### src/rtl/dlf_pkg.sv
package dlf_pkg;

    typedef enum logic [2:0] {
        S_IDLE,
        S_ZONE,
        S_PROBE,
        S_HDR,
        S_PTR,
        S_GFX,
        S_DONE
    } dlf_state_t;

    // stolen-cycle cost terms
    localparam int unsigned C_STARTUP       = 5;
    localparam int unsigned C_FIRST_EXTRA   = 15;
    localparam int unsigned C_HDR_SHORT     = 8;
    localparam int unsigned C_HDR_LONG      = 10;
    localparam int unsigned C_BYTE_DIRECT   = 3;
    localparam int unsigned C_BYTE_IND      = 6;
    localparam int unsigned C_BYTE_IND_WIDE = 9;
    localparam int unsigned C_SHUT_LINE     = 4;
    localparam int unsigned C_SHUT_ZONE     = 10;
    localparam int unsigned C_INT_TICK      = 1;

    localparam logic [7:0]  END_MASK   = 8'h5F;
    localparam logic [15:0] GAP_MASK_W = 16'h9000;
    localparam logic [15:0] GAP_MASK_N = 16'h8800;
    localparam logic [1:0]  RM_NO_GFX  = 2'd1;
    localparam logic [1:0]  RM_NARROW  = 2'd3;

endpackage

### src/rtl/dlf_addr_gen.sv
module dlf_addr_gen (
    input  logic [15:0] gfx_base,
    input  logic [3:0]  row_off,
    input  logic [7:0]  char_base,
    input  logic [7:0]  ptr_byte,
    input  logic [15:0] cur_addr,
    input  logic [1:0]  gap_mode,
    output logic [15:0] direct_start,
    output logic [15:0] char_start,
    output logic        gap_hit
);
    import dlf_pkg::*;

    always_comb begin
        direct_start = gfx_base + {4'h0, row_off, 8'h00};
        char_start   = {char_base + {4'h0, row_off}, ptr_byte};
        unique case (gap_mode)
            2'd2:    gap_hit = (cur_addr & GAP_MASK_W) == GAP_MASK_W;
            2'd1:    gap_hit = (cur_addr & GAP_MASK_N) == GAP_MASK_N;
            default: gap_hit = 1'b0;
        endcase
    end
endmodule

### src/rtl/dlf_cycle_acc.sv
module dlf_cycle_acc #(
    parameter int CYC_W = 16,
    parameter int ADD_W = 10
) (
    input  logic             clk,
    input  logic             rst_n,
    input  logic             clr,
    input  logic             add_en,
    input  logic [ADD_W-1:0] add_val,
    output logic [CYC_W-1:0] total
);
    always_ff @(posedge clk or negedge rst_n) begin
        if (!rst_n)      total <= '0;
        else if (clr)    total <= CYC_W'(add_val);
        else if (add_en) total <= total + CYC_W'(add_val);
    end
endmodule

### src/rtl/dl_fetch_engine.sv
module dl_fetch_engine #(
    parameter int CYC_W = 16,
    parameter int ADD_W = 10
) (
    input  logic             clk,
    input  logic             rst_n,
    input  logic             line_start,
    input  logic             first_line,
    input  logic             dma_en,
    input  logic [15:0]      list_root,
    input  logic [7:0]       char_base,
    input  logic [1:0]       read_mode,
    input  logic             char_wide,
    output logic             mem_req,
    output logic [15:0]      mem_addr,
    input  logic             mem_ack,
    input  logic [7:0]       mem_rdata,
    output logic             pix_valid,
    output logic             pix_skip,
    output logic [7:0]       pix_data,
    output logic [7:0]       pix_hpos,
    output logic [2:0]       pix_palette,
    output logic             pix_wmode,
    output logic             pix_indirect,
    output logic [6:0]       pix_seq,
    output logic             dli_nmi,
    output logic             line_done,
    output logic [CYC_W-1:0] dma_cycles
);
    import dlf_pkg::*;

    localparam int WID_W = 6;

    dlf_state_t state, state_nx;

    logic [15:0] root_ptr, dl_base, dl_walk, data_addr;
    logic [1:0]  zone_idx, hdr_idx, gap_mode;
    logic        zone_at_end, zone_int;
    logic [7:0]  zone_hi, gfx_lo, gfx_hi, hpos_r, pw_r;
    logic [3:0]  row_off;
    logic        is_ext, is_ind, wmode;
    logic [WID_W-1:0] obj_i;
    logic        sub;
    logic [6:0]  seq;

    logic [15:0] direct_start, char_start;
    logic        gap_hit;

    logic xfer, probe_end, hdr_last, wide, sub_last, last_byte, gfx_step;
    logic [WID_W-1:0] width;
    logic [ADD_W-1:0] per_byte, gfx_cost, hdr_cost, add_val;
    logic acc_clr, acc_add;
    logic [CYC_W-1:0] total;

    dlf_addr_gen u_addr (
        .gfx_base    ({gfx_hi, gfx_lo}),
        .row_off     (row_off),
        .char_base   (char_base),
        .ptr_byte    (mem_rdata),
        .cur_addr    (data_addr),
        .gap_mode    (gap_mode),
        .direct_start(direct_start),
        .char_start  (char_start),
        .gap_hit     (gap_hit)
    );

    dlf_cycle_acc #(.CYC_W(CYC_W), .ADD_W(ADD_W)) u_acc (
        .clk    (clk),
        .rst_n  (rst_n),
        .clr    (acc_clr),
        .add_en (acc_add),
        .add_val(add_val),
        .total  (total)
    );

    // shared decode
    always_comb begin
        xfer      = mem_req && mem_ack;
        probe_end = (mem_rdata & END_MASK) == 8'h00;
        hdr_last  = is_ext ? (hdr_idx == 2'd3) : (hdr_idx == 2'd2);
        width     = {1'b0, ~pw_r[4:0]} + WID_W'(1);
        wide      = is_ind && char_wide && (read_mode != RM_NARROW);
        sub_last  = !wide || sub;
        last_byte = obj_i == width - WID_W'(1);
        gfx_step  = (state == S_GFX) && (gap_hit || mem_ack);
        per_byte  = is_ind ? (char_wide ? ADD_W'(C_BYTE_IND_WIDE) : ADD_W'(C_BYTE_IND))
                           : ADD_W'(C_BYTE_DIRECT);
        gfx_cost  = ADD_W'(width) * per_byte;
        hdr_cost  = is_ext ? ADD_W'(C_HDR_LONG) : ADD_W'(C_HDR_SHORT);
    end

    // next state
    always_comb begin
        state_nx = state;
        unique case (state)
            S_IDLE:  if (line_start)
                         state_nx = !dma_en ? S_DONE : (first_line ? S_ZONE : S_PROBE);
            S_ZONE:  if (xfer && zone_idx == 2'd2)
                         state_nx = zone_at_end ? S_DONE : S_PROBE;
            S_PROBE: if (xfer)
                         state_nx = !probe_end ? S_HDR : ((row_off == 4'd0) ? S_ZONE : S_DONE);
            S_HDR:   if (xfer && hdr_last)
                         state_nx = (read_mode == RM_NO_GFX) ? S_PROBE : (is_ind ? S_PTR : S_GFX);
            S_PTR:   if (xfer) state_nx = S_GFX;
            S_GFX:   if (gfx_step && sub_last)
                         state_nx = last_byte ? S_PROBE : (is_ind ? S_PTR : S_GFX);
            S_DONE:  state_nx = S_IDLE;
            default: state_nx = S_IDLE;
        endcase
    end

    // state register
    always_ff @(posedge clk or negedge rst_n) begin
        if (!rst_n) state <= S_IDLE;
        else        state <= state_nx;
    end

    // datapath registers
    always_ff @(posedge clk or negedge rst_n) begin
        if (!rst_n) begin
            root_ptr <= '0; dl_base <= '0; dl_walk <= '0; data_addr <= '0;
            zone_idx <= '0; hdr_idx <= '0; gap_mode <= '0;
            zone_at_end <= 1'b0; zone_int <= 1'b0;
            zone_hi <= '0; gfx_lo <= '0; gfx_hi <= '0; hpos_r <= '0; pw_r <= '0;
            row_off <= '0; is_ext <= 1'b0; is_ind <= 1'b0; wmode <= 1'b0;
            obj_i <= '0; sub <= 1'b0; seq <= '0;
        end else begin
            unique case (state)
                S_IDLE: if (line_start && dma_en) begin
                    if (first_line) begin
                        root_ptr    <= list_root;
                        zone_idx    <= 2'd0;
                        zone_at_end <= 1'b0;
                    end else begin
                        dl_walk <= dl_base;
                    end
                end
                S_ZONE: if (xfer) begin
                    unique case (zone_idx)
                        2'd0: begin
                            zone_int <= mem_rdata[7];
                            gap_mode <= mem_rdata[6:5];
                            row_off  <= mem_rdata[3:0];
                        end
                        2'd1: zone_hi <= mem_rdata;
                        default: begin
                            dl_base  <= {zone_hi, mem_rdata};
                            dl_walk  <= {zone_hi, mem_rdata};
                            root_ptr <= root_ptr + 16'd3;
                        end
                    endcase
                    zone_idx <= (zone_idx == 2'd2) ? 2'd0 : zone_idx + 2'd1;
                end
                S_PROBE: if (xfer) begin
                    if (probe_end) begin
                        if (row_off == 4'd0) begin
                            zone_at_end <= 1'b1;
                            zone_idx    <= 2'd0;
                        end else begin
                            row_off <= row_off - 4'd1;
                        end
                    end else begin
                        is_ext  <= mem_rdata[4:0] == 5'd0;
                        is_ind  <= (mem_rdata[4:0] == 5'd0) && mem_rdata[5];
                        if (mem_rdata[4:0] == 5'd0) wmode <= mem_rdata[7];
                        else                        pw_r  <= mem_rdata;
                        hdr_idx <= 2'd0;
                    end
                end
                S_HDR: if (xfer) begin
                    unique case (hdr_idx)
                        2'd0: gfx_lo <= mem_rdata;
                        2'd1: gfx_hi <= mem_rdata;
                        2'd2: if (is_ext) pw_r <= mem_rdata; else hpos_r <= mem_rdata;
                        default: hpos_r <= mem_rdata;
                    endcase
                    hdr_idx <= hdr_idx + 2'd1;
                    if (hdr_last) begin
                        dl_walk   <= dl_walk + (is_ext ? 16'd5 : 16'd4);
                        obj_i     <= '0;
                        sub       <= 1'b0;
                        seq       <= '0;
                        data_addr <= direct_start;
                    end
                end
                S_PTR: if (xfer) begin
                    data_addr <= char_start;
                    sub       <= 1'b0;
                end
                S_GFX: if (gfx_step) begin
                    data_addr <= data_addr + 16'd1;
                    seq       <= seq + 7'd1;
                    if (sub_last) begin
                        sub <= 1'b0;
                        if (!last_byte) obj_i <= obj_i + WID_W'(1);
                    end else begin
                        sub <= 1'b1;
                    end
                end
                default: ;
            endcase
        end
    end

    // outputs and cost events
    always_comb begin
        mem_req      = 1'b0;
        mem_addr     = '0;
        pix_valid    = 1'b0;
        pix_skip     = 1'b0;
        pix_data     = '0;
        pix_hpos     = hpos_r;
        pix_palette  = pw_r[7:5];
        pix_wmode    = wmode;
        pix_indirect = is_ind;
        pix_seq      = seq;
        dli_nmi      = 1'b0;
        line_done    = 1'b0;
        dma_cycles   = '0;
        acc_clr      = 1'b0;
        acc_add      = 1'b0;
        add_val      = '0;
        unique case (state)
            S_IDLE: begin
                acc_clr = line_start;
                add_val = !dma_en ? '0 :
                          (first_line ? ADD_W'(C_STARTUP + C_FIRST_EXTRA) : ADD_W'(C_STARTUP));
            end
            S_ZONE: begin
                mem_req  = 1'b1;
                mem_addr = root_ptr + {14'd0, zone_idx};
                dli_nmi  = mem_ack && (zone_idx == 2'd2) && zone_int;
                acc_add  = dli_nmi;
                add_val  = ADD_W'(C_INT_TICK);
            end
            S_PROBE: begin
                mem_req  = 1'b1;
                mem_addr = dl_walk + 16'd1;
                acc_add  = mem_ack && probe_end;
                add_val  = (row_off == 4'd0) ? ADD_W'(C_SHUT_ZONE) : ADD_W'(C_SHUT_LINE);
            end
            S_HDR: begin
                mem_req  = 1'b1;
                mem_addr = dl_walk + ((hdr_idx == 2'd0) ? 16'd0 : {14'd0, hdr_idx} + 16'd1);
                acc_add  = mem_ack && hdr_last;
                add_val  = hdr_cost + ((read_mode == RM_NO_GFX) ? '0 : gfx_cost);
            end
            S_PTR: begin
                mem_req  = 1'b1;
                mem_addr = {gfx_hi, gfx_lo} + {10'd0, obj_i};
            end
            S_GFX: begin
                mem_req   = !gap_hit;
                mem_addr  = data_addr;
                pix_valid = gap_hit || mem_ack;
                pix_skip  = gap_hit;
                pix_data  = gap_hit ? 8'h00 : mem_rdata;
            end
            S_DONE: begin
                line_done  = 1'b1;
                dma_cycles = total;
            end
            default: ;
        endcase
    end
endmodule

### config.mk
export PLATFORM = sky130hd
export DESIGN_NAME = dl_fetch_engine
export DESIGN_NICKNAME = d
export VERILOG_FILES = /design/src/rtl/dlf_pkg.sv /design/src/rtl/dlf_addr_gen.sv /design/src/rtl/dlf_cycle_acc.sv /design/src/rtl/dl_fetch_engine.sv
export SDC_FILE = /design/constraint.sdc
export NUM_CORES = 1
export LEC_CHECK = 0
export BUFFER_PORTS_ARGS = -buffer_cell sky130_fd_sc_hd__buf_2
export CAP_MARGIN = 5
export CELL_PAD_IN_SITES_DETAIL_PLACEMENT = 1
export CELL_PAD_IN_SITES_GLOBAL_PLACEMENT = 2
export CORE_MARGIN = 10
export CORE_UTILIZATION = 33
export CTS_BUF_LIST = sky130_fd_sc_hd__clkbuf_16
export CTS_CLUSTER_DIAMETER = 40
export DETAILED_ROUTE_END_ITERATION = 12
export HOLD_SLACK_MARGIN = 0.02
export PLACE_DENSITY = 0.84
export RECOVER_POWER = 50
export SLEW_MARGIN = 30
export SYNTH_ARGS = -nofsm -noshare
export SYNTH_HDL_FRONTEND = slang
export SYNTH_SLANG_ARGS = --single-unit
### constraint.sdc
create_clock -name clk -period 6.76 [get_ports clk]
set_input_delay 1.014 -clock clk [delete_from_list [all_inputs] [get_ports clk]]
set_output_delay 1.014 -clock clk [all_outputs]
set_load 0.005 [all_outputs]
# Yosys cells after proc, flatten, opt, wreduce, memory -nomap -nowiden
# Index checks and enable logic that the tools add are counted.
[classes]
bitwise_logic = 4
eq_ne = 43
mul = 1
mux = 106
reduce_logical = 54
n_addsub = 19
[ops]
columns = ["cell", "n"]
rows = [
  ["two-way mux 16 bit", 17],
  ["case mux 16 bit (3 select lines)", 2],
  ["case mux 16 bit (5 select lines)", 1],
  ["two-way mux 8 bit", 9],
  ["inequality test 2 bit (second input constant)", 24],
  ["case mux 10 bit (4 select lines)", 1],
  ["two-way mux 3 bit", 13],
  ["adder 16 x 1 -> 16 bit (second input constant)", 2],
  ["adder 16 x 3 -> 16 bit", 2],
  ["two-way mux 4 bit", 8],
  ["case mux 16 bit (2 select lines)", 1],
  ["case mux 8 bit (2 select lines)", 2],
  ["two-way mux 6 bit", 5],
  ["two-way mux 2 bit", 12],
  ["AND reduction 6 bit", 4],
  ["two-way mux 7 bit", 3],
  ["AND reduction 7 bit", 3],
  ["two-way mux 1 bit", 18],
  ["case mux 3 bit (6 select lines)", 1],
  ["AND reduction 3 bit", 6],
  ["adder 16 x 10 -> 16 bit", 1],
  ["adder 16 x 12 -> 16 bit", 1],
  ["adder 16 x 2 -> 16 bit", 1],
  ["adder 16 x 2 -> 16 bit (second input constant)", 1],
  ["43 further kinds", 89],
]
[word_totals]
out_inout_bits = 65
elab_cells = 250
reg_bits = 152

# Logic depth before layout (Yosys ltp)
[logic_depth]
depth_word = 9
depth_mapped = 26
ltp_nobuf = 25

# By module
# A second synthesis with hierarchy kept.
[unflattened]
hier_cells = 1379
hier_area_um2 = 11866.4
[by_module_without_submodules]
columns = ["mod", "n_inst", "cells_each", "area_each_um2", "seq_area_each_um2"]
rows = [
  ["dl_fetch_engine", 1, 1153, 9917.0, 3403.3],
  ["dlf_cycle_acc", 1, 156, 1377.6, 400.4],
  ["dlf_addr_gen", 1, 70, 571.8, 0.0],
]

# Worst setup path before layout
# No wires, ideal clock.
[synth_timing]
path_kind = "input to register"
start = "in char_wide"
end = "reg u_acc.total[12]"
setup_time_ns = 0.127
stages = 23
path_buffers = 2
arrival_time_ns = 5.434
setup_slack_ns = 1.200
cell_sequence = "buf_2 -> nand2b_1 -> clkbuf_1 -> nor2_1 -> fa_1 -> inv_1 -> fa_1 -> inv_1 -> ha_1 -> nor2b_1 -> o31a_1 -> a21oi_1 -> nand4b_1 -> nor2_1 -> xor2_1 -> nor2_1 -> ha_1 -> or4_1 -> o22ai_1 -> o21ai_0 -> nand4_1 -> xor2_1 -> nor2_1"
[synth_via]
elab_chain_len = 9
[synth_rtl]
columns = ["element", "line", "source"]
rows = [
  ["start: declaration", "dl_fetch_engine.sv:13", "input logic char_wide,"],
  ["two-way mux 4 bit (2 in a row)", "dl_fetch_engine.sv:86", "per_byte = is_ind ? (char_wide ? ADD_W'(C_BYTE_IND_WIDE) : ADD_W'(C_BYTE_IND))"],
  ["multiplier 6 x 4 -> 10 bit", "dl_fetch_engine.sv:88", "gfx_cost = ADD_W'(width) * per_byte;"],
  ["two-way mux 10 bit", "dl_fetch_engine.sv:246", "add_val = hdr_cost + ((read_mode == RM_NO_GFX) ? '0 : gfx_cost);"],
  ["adder 4 x 10 -> 10 bit", "dl_fetch_engine.sv:246", ""],
  ["case mux 10 bit (4 select lines)", "dl_fetch_engine.sv:223", "unique case (state)"],
  ["adder 16 x 10 -> 16 bit", "dlf_cycle_acc.sv:15", "else if (add_en) total <= total + CYC_W'(add_val);"],
  ["two-way mux 16 bit", "dlf_cycle_acc.sv:15", ""],
  ["two-way mux 16 bit", "dlf_cycle_acc.sv:14", "else if (clr) total <= CYC_W'(add_val);"],
  ["end signal: assignment", "dlf_cycle_acc.sv:14", ""],
  ["end signal: assignment", "dlf_cycle_acc.sv:15", ""],
  ["end: declaration", "dlf_cycle_acc.sv:10", "output logic [CYC_W-1:0] total"],
]
# No other way between the ends. The select of a mux whose other input is x is not followed.
# A chain may end at the register's enable or synchronous reset.

# Worst setup path in the final report
[layout_timing]
start = "reg state[0]"
end = "out mem_addr[15]"
[layout_via]
elab_chain_len = 2
word_cells_on_any_way = 6
classes_between = "5 x eq/ne; 1 x mux"
[layout_rtl]
columns = ["element", "line", "source"]
rows = [
  ["start: declaration", "dl_fetch_engine.sv:34", "dlf_state_t state, state_nx;"],
  ["start signal: assignment", "dl_fetch_engine.sv:115", "else state <= state_nx;"],
  ["== test 3 bit (tied with other cells)", "dl_fetch_engine.sv:223", ""],
  ["case mux 16 bit (5 select lines) (*)", "dl_fetch_engine.sv:223", ""],
  ["end: declaration", "dl_fetch_engine.sv:15", "output logic [15:0] mem_addr,"],
]
# Every way passes the cells marked *; elsewhere a longest branch is shown, timed or not.

==> flow_summary.yaml <==
outcome:
  status: "finished with violations"
  violations: "max-capacitance violations, max-slew violations"
finish:
  n_antenna_cell: 0
  stdcell_area_um2: 12780
  multi_input_area_um2: 7106
  final_core_util_pct: 37.17
  layout-drive-gt1-share_pct: 14.69
  syn_to_final_growth_pct: 11.80
  register_area_um2: 3804
  fill_cells: 4175
  num-nets-final: 1527
  final_cells: 1885
clock_tree:
  clk_pin_slew_worst_paths_ps: 70
  ctsHoldBuffers: 0
  cts_tree: "done"
  cts.sinks: 152
  cts_setup_buffers: 0
  cts.path.max_buffers: 2
  cts_buffers: 17
  root_buffer: "clkbuf_16"
  post_cts_resized: 0
  htree_levels: 4
  clk_latency_ps: 450
worst_setup_path:
  crit_family: "buffers and inverters"
  cp_max_fo: 46
  slowest_stage: "clkbuf_1"
  slowest_delay_ps: 1670
  critPathCaptureType: "primary output"
  critPathArrivalTime_ps: 4870
  cp.required_ps: 5750
  path_buf_inv: 2
  path_class: "flop to primary output"
  start_kind: "flop"
  worstPathCellList: "clkbuf_1, and2b_1, and3_1, ha_1, a21oi_1, or2_2, nor3_1, xnor2_1, o22ai_1, a221o_1, buf_2"
grt:
  grt_use_total_pct: 18.98
  grt_antenna_before_repair: 1
  grt_max_degree: 57
  grt_pass1_wl_um: 63230
  overflow: 0
  grt_pass1_vias: 10890
floorplanning:
  die_area_um2: 42480
  core_um2: 34370
  die_height_um: 206.1
  rows: 68
  dieWidth_um: 206.1
  start_util_pct: 33.25
  io_pins: 106
flow_run:
  drv_cap: 3
route:
  antenna_left: 0
  dr.first_iter.drc_count: 572
  routed_wl_um: 40040
  num_vias: 10530
  drc_errors: 0
  wl_per_cell_um: 21.24
  firstDrtPassIters: 5
  viasPerCell: 5.587
timing:
  post-route-period-util_pct: 86.99
  slew_viol_final: 147
  setup_viol: 0
  max_slew.worst_pin.slew_ps: 3047
  hold_slack_ps: 481.5
  rsz0062_at_grt: "no"
  max_slew_margin_pct: -103.1
  tns_ps: 0
  hold_viol: 0
  fmaxAchievable_mhz: 170.0
  fin_skew_ps: 13.56
  period_needed_ps: 5881
  setup_slack_ps: 879.2
logic_synthesis:
  yosysWarningCount: 0
  synth_edf_count: 0
  synth-async-reset-ratio_pct: 100.0
  ys_types: 83
  ys_ff_latch: 152
  seq_area_frac_synth_pct: 33.28
  ys.flop_type: "dfrtp_1"
  synth_fp_nets: 1466
  synthCells: 1357
  avgSynthCellArea_um2: 8.422
  synth_area_um2: 11430
placement:
  dp_cells: 1854
  place.port_buffers: 105
  place.gp.congestion: 0.8376
  dp_hpwl_um: 29480
  dpl_cell_area_um2: 12300
  pre_cts_ws_ps: 728.0
pwr:
  p_per_area_nw_per_um2: 486.7
  power.internal_mw: 3.201
  vdd_drop_max_mv: 0.1805
  power.switching_mw: 3.018
  power_leakage_nw: 5.676
  pwr-share-clk_pct: 14.0
  combPwrFrac_pct: 57.8
  p_seq_share_pct: 28.3
  power.total_mw: 6.219
  switching_share_pct: 48.53
min_path:
  hp-class: "flop to flop"
==> power groups by stage <==
| stage | sequential, mW | clock, mW | combinational (mW) |
|---|---|---|---|
| after floorplan | 1.57 | 0 | 2.70 |
| after global placement | 1.74 | 0 | 3.49 |
| after detailed placement | 1.77 | 0 | 3.59 |
| after CTS | 1.75 | 0.888 | 3.62 |
| after global routing | 1.83 | 0.929 | 4.04 |
| final | 1.76 | 0.870 | 3.59 |
==> cells by family (layout without fill, tap and decap cells) <==
logic type	count (synthesis)	in the layout	share of synthesized area, %
fa+ha+maj	68	68	8.299
simple gates	493	493	21.36
buf+inv	127	200	4.741
mux	65	65	6.251
flops	152	152	33.28
xor+xnor	85	85	6.514
compound gates	367	367	19.55
==> flip-flops by register name (all words and copies together) (netlist names), 8 cells and up <==
signal,flops
root_ptr,16
zone_hi,8
pw_r,8
u_acc.total,16
gfx_lo,8
data_addr,16
dl_walk,16
gfx_hi,8
dl_base,16
pix_hpos,8
==> cell type report <==
class / count / area share, %
multi-input cells: 1078 / 55.61
flip-flops and latches: 152 / 29.77
repair buffers: 120 / 4.691
well taps: 455 / 4.456
clock buffers: 17 / 3.329
inverters: 49 / 1.439
clock inverters: 14 / 0.7051
==> per-layer routing <==
layer | GRT usage (%) | up-vias | wire length, um
li1 | - | 4949 | -
met1 | 24.52 | 5335 | 18120
met2 | 32.35 | 201 | 19630
met3 | 2.633 | 44 | 1463
met4 | 5.447 | 2 | 820
met5 | 0 | - | 13
==> final timing paths <==
path | depth (start not counted) | end | slack (ps) | from
max | 11 | mem_addr[15] | 880 | state[0]$_DFFE_PN0P_
min | 2 | pw_r[5]$_DFFE_PN0P_ | 480 | pw_r[5]$_DFFE_PN0P_
max reg2reg | 25 | u_acc.total[12]$_DFFE_PN0P_ | 880 | pw_r[0]$_DFFE_PN0P_
min reg2reg | 2 | pw_r[5]$_DFFE_PN0P_ | 480 | pw_r[5]$_DFFE_PN0P_
max in group asynchronous | 2 | pix_seq[0]$_DFFE_PN0P_ | 1290 | rst_n
min in group asynchronous | 1 | root_ptr[13]$_DFFE_PN0P_ | 1560 | rst_n
==> worst register-to-register path, cell delays in order, from the launching register on <==
cell      delay, ps
dfrtp_1         480
inv_1           180
ha_1            290
nand2b_1        130
nor2_1          130
xor2_1          280
a21oi_1         100
fa_1            500
inv_1            60
fa_1            520
inv_1            40
ha_1            350
o21a_1          190
o31a_1          120
a21oi_1         210
nand4b_1        190
nor2_1          170
xor2_1          160
nor2_1           60
ha_1            220
or4_1           490
o22ai_1         240
o21ai_0         240
nand4_1         170
xor2_1          160
nor2_1           50
==> synth_stat cells (4+ instances only) <==
cell      instances  share of area (%)
nor3_1           25                1.1
xor2_1           46                3.5
nand2b_1         16               0.88
dfrtp_1         152                 33
a21oi_1         132                5.8
o31ai_1          10               0.66
a211o_1           5               0.38
and2_1           34                1.9
o21a_1            7               0.46
a222oi_1          6               0.53
o221ai_1          5               0.38
inv_1            46                1.5
nor3_2            5               0.44
a22oi_1           5               0.33
o21ai_0          95                4.2
mux2i_1          14                1.2
nand2_1         127                4.2
and3_1           19                1.0
buf_4             5               0.33
a211oi_1         19                1.2
a31oi_1           6               0.33
o22ai_1          20                1.1
nor2b_1          12               0.66
nor4_1            8               0.44
ha_1             55                6.0
nor2_1          138                4.5
xnor2_1          39                3.0
or3_1             6               0.33
nand3_1          50                2.2
or2_2             7               0.38
nand3b_1          4               0.26
mux2_2           51                5.0
fa_1             13                2.3
clkbuf_1         43                1.4
nand4_1          15               0.82
a21o_1           13               0.85
o211ai_1          6               0.39
a221oi_1          4               0.31
buf_2            24                1.1
==> cells in the final DEF (no fill, tap or decap), types with 14 or more instances in the layout <==
cell type	synthesis	routed
nor2_1	138	137
clkbuf_16	0	17
nand2b_1	16	16
a211oi_1	19	19
and2_1	34	34
dfrtp_1	152	152
mux2i_1	14	14
nor3_1	25	24
nand4_1	15	15
buf_2	24	88
xnor2_1	39	39
o22ai_1	20	20
xor2_1	46	46
inv_1	46	48
clkbuf_1	43	21
mux2_2	51	51
a21oi_1	132	132
o21ai_0	95	95
and3_1	19	19
nand3_1	50	50
ha_1	55	55
nand2_1	127	127
Power figures use the tool's default switching activity.
